File: config.mk
export PLATFORM = sky130hd
export DESIGN_NAME = ep_splitter
export DESIGN_NICKNAME = d
export VERILOG_FILES = /design/src/rtl/ep_pkg.sv /design/src/rtl/ep_boundary.sv /design/src/rtl/ep_lane_pack.sv /design/src/rtl/ep_splitter.sv
export SDC_FILE = /design/constraint.sdc
export NUM_CORES = 1
export LEC_CHECK = 0
export ABC_AREA = 1
export BUFFER_PORTS_ARGS = -buffer_cell sky130_fd_sc_hd__buf_2
export CORE_AREA = 2 2 207 209
export CTS_BUF_LIST = sky130_fd_sc_hd__clkbuf_8
export DETAILED_ROUTE_END_ITERATION = 12
export DIE_AREA = 0 0 209 211
export GPL_TIMING_DRIVEN = 1
export HOLD_SLACK_MARGIN = 0.15
export PLACE_DENSITY = 0.71
export SLEW_MARGIN = 10
export SYNTH_ARGS = -nofsm -noshare
export SYNTH_HDL_FRONTEND = slang
export SYNTH_SLANG_ARGS = --single-unit
File: constraint.sdc
create_clock -name clk_i -period 12.45 [get_ports clk_i]
set_clock_uncertainty 0.2 [all_clocks]
set_input_delay 1.245 -clock clk_i [delete_from_list [all_inputs] [get_ports clk_i]]
set_output_delay 1.245 -clock clk_i [all_outputs]
set_load 0.01 [all_outputs]
File: src/rtl/ep_pkg.sv
package ep_pkg;
  localparam int INSTR_W_D = 32;
  localparam int SLOTS_D   = 8;

  typedef enum logic {
    ST_EMPTY = 1'b0,
    ST_FULL  = 1'b1
  } buf_st_e;
endpackage

File: src/rtl/ep_boundary.sv
// Finds the slot that closes the group starting at ptr_i.
module ep_boundary #(
  parameter int SLOTS = 8,
  localparam int PTR_W = $clog2(SLOTS)
) (
  input  logic [SLOTS-1:0] par_i,
  input  logic [PTR_W-1:0] ptr_i,
  output logic [PTR_W-1:0] end_o,
  output logic             last_o
);
  always_comb begin
    end_o = PTR_W'(SLOTS - 1);
    for (int j = SLOTS - 1; j >= 0; j--) begin
      if ((!par_i[j] || j == SLOTS - 1) && PTR_W'(j) >= ptr_i)
        end_o = PTR_W'(j);
    end
  end

  assign last_o = (end_o == PTR_W'(SLOTS - 1));
endmodule

File: src/rtl/ep_lane_pack.sv
// Packs slots ptr_i .. ptr_i+cnt_i-1 onto lanes 0.. in program order.
module ep_lane_pack #(
  parameter int INSTR_W = 32,
  parameter int SLOTS   = 8,
  localparam int PTR_W  = $clog2(SLOTS),
  localparam int CNT_W  = PTR_W + 1,
  localparam int FP_W   = INSTR_W * SLOTS
) (
  input  logic [FP_W-1:0]  fp_i,
  input  logic [PTR_W-1:0] ptr_i,
  input  logic [CNT_W-1:0] cnt_i,
  output logic [FP_W-1:0]  data_o,
  output logic [SLOTS-1:0] lane_vld_o
);
  logic [INSTR_W-1:0] slot [SLOTS];

  for (genvar s = 0; s < SLOTS; s++) begin : g_slot
    assign slot[s] = fp_i[s*INSTR_W +: INSTR_W];
  end

  for (genvar k = 0; k < SLOTS; k++) begin : g_lane
    logic [PTR_W-1:0] src;
    assign src           = ptr_i + PTR_W'(k);
    assign lane_vld_o[k] = cnt_i > CNT_W'(k);
    assign data_o[k*INSTR_W +: INSTR_W] = lane_vld_o[k] ? slot[src] : '0;
  end
endmodule

File: src/rtl/ep_splitter.sv
module ep_splitter
  import ep_pkg::*;
#(
  parameter int INSTR_W = INSTR_W_D,
  parameter int SLOTS   = SLOTS_D,
  localparam int PTR_W  = $clog2(SLOTS),
  localparam int CNT_W  = PTR_W + 1,
  localparam int FP_W   = INSTR_W * SLOTS
) (
  input  logic             clk_i,
  input  logic             rst_ni,
  input  logic             fp_valid_i,
  output logic             fp_ready_o,
  input  logic [FP_W-1:0]  fp_data_i,
  output logic             ep_valid_o,
  input  logic             ep_ready_i,
  output logic [FP_W-1:0]  ep_data_o,
  output logic [SLOTS-1:0] ep_lane_vld_o,
  output logic [CNT_W-1:0] ep_count_o
);
  buf_st_e          st_q;
  logic [FP_W-1:0]  fp_q;
  logic [PTR_W-1:0] ptr_q;

  logic [SLOTS-1:0] par;
  logic [PTR_W-1:0] end_s;
  logic             last_s;
  logic [CNT_W-1:0] cnt_raw;
  logic [CNT_W-1:0] cnt;
  logic             ep_fire;
  logic             fp_fire;

  for (genvar g = 0; g < SLOTS; g++) begin : g_par
    assign par[g] = fp_q[g*INSTR_W];
  end

  ep_boundary #(.SLOTS(SLOTS)) u_bnd (
    .par_i  (par),
    .ptr_i  (ptr_q),
    .end_o  (end_s),
    .last_o (last_s)
  );

  assign cnt_raw = CNT_W'(end_s) - CNT_W'(ptr_q) + CNT_W'(1);
  assign cnt     = ep_valid_o ? cnt_raw : '0;

  ep_lane_pack #(.INSTR_W(INSTR_W), .SLOTS(SLOTS)) u_pack (
    .fp_i       (fp_q),
    .ptr_i      (ptr_q),
    .cnt_i      (cnt),
    .data_o     (ep_data_o),
    .lane_vld_o (ep_lane_vld_o)
  );

  assign ep_valid_o = (st_q == ST_FULL);
  assign ep_count_o = cnt;
  assign ep_fire    = ep_valid_o & ep_ready_i;
  // take the next packet in the cycle the final group leaves
  assign fp_ready_o = (st_q == ST_EMPTY) | (ep_fire & last_s);
  assign fp_fire    = fp_valid_i & fp_ready_o;

  always_ff @(posedge clk_i or negedge rst_ni) begin
    if (!rst_ni) begin
      st_q  <= ST_EMPTY;
      fp_q  <= '0;
      ptr_q <= '0;
    end else if (fp_fire) begin
      st_q  <= ST_FULL;
      fp_q  <= fp_data_i;
      ptr_q <= '0;
    end else if (ep_fire) begin
      if (last_s) begin
        st_q  <= ST_EMPTY;
        ptr_q <= '0;
      end else begin
        ptr_q <= end_s + PTR_W'(1);
      end
    end
  end
endmodule

==> results <==
- Relative to the synthesized area, the layout overhead comes to 19.07%.
- The number of pins exceeding their max-slew limit in the final report was 0.
- Detailed placement finished with a half-perimeter wire length of a little under 70,000 um.
- The post-CTS setup repair buffer count is 0.
- Across the run, the number of max-cap violations was 0.
- By startpoint and endpoint, the worst setup path is classified as reg -> out.
- The worst hold margin is 0.3022 ns.
- The number of antenna violations at the first check in global routing is 6.
- The final count of negative-setup-slack endpoints is 0.
- The clock transition at the registers of the reported paths is ~0.07 ns.
- The total global routing track utilization is 0.3914.
- The post-layout net count is around 3,700.
- Summed over all instances, the cell type with the most area after synthesis is sky130_fd_sc_hd__dfrtp_1.
- Dividing the synthesized area by the synthesized cell count gives 6.185 sq um.
- The main flop type after synthesis is sky130_fd_sc_hd__dfrtp_1.
- The deepest clock path buffer count is 3.
- At the later pin of the worst-skew pair, clock insertion delay measures 0.64 ns.
- STA puts the critical path data arrival time at 7.10 ns.
- After the first detailed-routing iteration, the DRC count stood at 2,821.
- The number of nets handed over by synthesis was roughly 3,300.
- The hold path depth is 2.
- Setup repair after global routing left no endpoint under its margin.
- The synthesized netlist cell count is between 3,000 and 4,000.
- The clock tree synthesis step divided the H-tree into 2 levels.
- The maximum fanout along the worst path is 110.
- The global placer's final weighted congestion is between 1 and 1.5.
- The count of nets left with antenna violations once routing finished came out at 0.
- The number of buffers created by CTS is 47.
- The post-synthesis sequential element count is 260.
- The via count of the first global-routing pass is around 19,000.
- By area the synthesized netlist is led by sky130_fd_sc_hd__dfrtp_1 (34%), sky130_fd_sc_hd__nand2_1 (18%), sky130_fd_sc_hd__o21ai_1 (11%), sky130_fd_sc_hd__o21ai_0 (10%), sky130_fd_sc_hd__nor2_1 (8.8%).
- The netlist area before placement is approximately 19,000 sq um.
- In the synthesized netlist the async set-or-reset flop fraction comes to 1.000.
- The clock net in this run drives a total of 260 sinks.
- The final cell utilization of the core is 0.5416.
- The shortest period the worst path allows is 8.543 ns.
- The total negative slack is 0 ns.
- The final layout contains routed wiring with a total length of roughly 89,000 um.
- The first global-routing pass estimated between 100,000 and 150,000 um of wire.
- TritonCTS built the clock tree.
- The final period utilization is 0.6862.
- The worst-margin pin slew is 1.194 ns.
- The type of the worst min-delay path is reg -> reg.
- The clock root buffer is sky130_fd_sc_hd__clkbuf_8.
- The share of cells above drive strength 1 is 0.1894.
- The sum of overflow across all layers after global routing is 0.
- The residual DRC count is 0.
- In this run the vertical extent of the chip is 211 um.
- The floorplan die area is 44,100 sq um.
- Of the post-synthesis cell area, the dominant cell type holds 0.3426.
- The die span in x is around 210 um.
- The floorplan has 75 rows.
- In the routed layout, each cell is associated on average with a via count of 5.493.
- The largest net degree at the start of global routing is between 200 and 250.
- The launching element type of the critical path is a register.
- The flow ran to the end, and the final reports show no timing, DRC or antenna violations.
- The wire length per cell after detailed routing is 22.12 um.
- For this configuration, the core starts out at a cell density of 0.4548.
- The worst setup path is captured at a primary output.
- The quantity of I/O buffers inserted on ports is 529.
- The data required time at the worst endpoint is ~11 ns.
- The share of synthesized area occupied by flip-flops and latches is 0.3426.
- The total area inside the core boundary comes to 41,760 sq um.
- The final design instance area without fill is 22,620 sq um.
- After clock tree synthesis, the flow added hold-fix buffers numbering 0.
- The number of synthesized flops with an enable pin is 0.
- The post-CTS resize count is 0.
- The number of vias in the routed layout is 22,030.
- The final-report hold violation count is 0.
- The I/O pin total is 530.
- In this run the tightest slew margin relative to its limit is 0.2042.
- The count of synthesis-stage warnings from yosys is 0.
- The number of library cell types mapped by synthesis is 28.
- The first TritonRoute pass finished after 6 iterations.
- Summing all placed instances gives a cell area of 21,560 sq um.
- The worst-case reg-to-reg path depth is 22.
- Derived from the worst setup path, the maximum achievable clock frequency is 0.1171 GHz.
## sequential cells by signal (all words and copies together), names as in the netlist
signal      cells
fp_q          256
ptr_q           3
ep_valid_o      1
## critical path, stage by stage (launching register included)
cell	delay, ns
sky130_fd_sc_hd__dfrtp_2	0.43
sky130_fd_sc_hd__inv_4	0.48
sky130_fd_sc_hd__buf_4	0.89
sky130_fd_sc_hd__ha_2	0.32
sky130_fd_sc_hd__inv_1	0.07
sky130_fd_sc_hd__nand3_1	0.09
sky130_fd_sc_hd__nand2_1	0.07
sky130_fd_sc_hd__nand2_1	0.08
sky130_fd_sc_hd__a21oi_1	0.05
sky130_fd_sc_hd__nor2_1	0.16
sky130_fd_sc_hd__inv_1	0.06
sky130_fd_sc_hd__ha_1	0.27
sky130_fd_sc_hd__inv_1	0.04
sky130_fd_sc_hd__ha_1	0.19
sky130_fd_sc_hd__fa_1	0.42
sky130_fd_sc_hd__inv_1	0.07
sky130_fd_sc_hd__nand2_1	0.06
sky130_fd_sc_hd__nand3_2	0.14
sky130_fd_sc_hd__nand2_2	0.50
sky130_fd_sc_hd__nor2_2	0.73
sky130_fd_sc_hd__buf_4	0.41
sky130_fd_sc_hd__inv_2	0.13
sky130_fd_sc_hd__nor2_2	0.09
sky130_fd_sc_hd__buf_4	0.35
sky130_fd_sc_hd__nor3_1	0.11
sky130_fd_sc_hd__buf_2	0.16
## Yosys cell counts, types with 4 or more instances
master,number
sky130_fd_sc_hd__buf_2,86
sky130_fd_sc_hd__nand2_1,901
sky130_fd_sc_hd__nor2_1,446
sky130_fd_sc_hd__inv_2,13
sky130_fd_sc_hd__clkbuf_1,120
sky130_fd_sc_hd__dfrtp_1,260
sky130_fd_sc_hd__a21oi_1,15
sky130_fd_sc_hd__o21ai_0,386
sky130_fd_sc_hd__nand3_1,4
sky130_fd_sc_hd__nor3_1,59
sky130_fd_sc_hd__buf_1,27
sky130_fd_sc_hd__buf_4,4
sky130_fd_sc_hd__mux2i_1,66
sky130_fd_sc_hd__inv_1,213
sky130_fd_sc_hd__ha_1,14
sky130_fd_sc_hd__o21ai_1,417
sky130_fd_sc_hd__a211oi_1,26
## through the flow
step / cells / setup WS (ns)
floorplan: 3071 / 7.019
global placement: 3920 / 4.853
detailed placement: 3920 / 4.675
CTS: 4007 / 3.985
global route: 4010 / 3.411
finish: 4010 / 3.907
## cells by family after synthesis
kind of cell | Yosys count | synth area share
xor gates and xnor gates | 2 | 0.0009224
AOI/OAI and AO/OA | 847 | 0.2271
DFF | 260 | 0.3426
and+or+nand+nor | 1415 | 0.2847
adders and majority gates | 15 | 0.01028
buffers and inverters | 466 | 0.09974
muxes | 66 | 0.03478
## cells in the final DEF, fill, tap and decap left out, types with 7 or more instances in the layout
cell type / Yosys / layout
sky130_fd_sc_hd__a211oi_1: 26 / 26
sky130_fd_sc_hd__a21oi_1: 15 / 14
sky130_fd_sc_hd__buf_2: 86 / 528
sky130_fd_sc_hd__buf_4: 4 / 18
sky130_fd_sc_hd__clkbuf_8: 0 / 65
sky130_fd_sc_hd__clkinv_2: 0 / 7
sky130_fd_sc_hd__dfrtp_1: 260 / 257
sky130_fd_sc_hd__ha_1: 14 / 12
sky130_fd_sc_hd__inv_1: 213 / 222
sky130_fd_sc_hd__inv_2: 13 / 12
sky130_fd_sc_hd__mux2i_1: 66 / 66
sky130_fd_sc_hd__nand2_1: 901 / 900
sky130_fd_sc_hd__nor2_1: 446 / 446
sky130_fd_sc_hd__nor3_1: 59 / 59
sky130_fd_sc_hd__o21ai_0: 386 / 386
sky130_fd_sc_hd__o21ai_1: 417 / 416
## path summary, 6_finish.rpt
check,startpoint,to,slack (ns)
worst max-delay path,ptr_q[1],ep_data_o[1],3.91
worst min-delay path,fp_q[252],fp_q[252],0.30
worst max register to register,ptr_q[1],fp_q[86],6.06
worst min register to register,fp_q[252],fp_q[252],0.30
max in group asynchronous,rst_ni,fp_q[250],10.16
min in group asynchronous,rst_ni,fp_q[69],0.41
## layout make-up
class                   count  area, sq um
flip-flops and latches    260         6513
inverters                 226        859.6
well taps                 539        674.4
repair buffers            550         2853
clock buffers              65        894.6
clock inverters            22        157.7
multi-input cells        2345        10660
diodes                      3        7.507
fillers                  4349        19140
## metal layers
metal,wire (um),global-route usage,vias to the layer above
met4,5580,0.2200,4
met1,36040,0.5164,9934
met5,27,0,-
met2,39350,0.6172,1275
met3,7703,0.05977,228
li1,-,-,10590
Power is not shown: default switching activity piles up to over one toggle a cycle in this logic, so the estimate is an artifact.
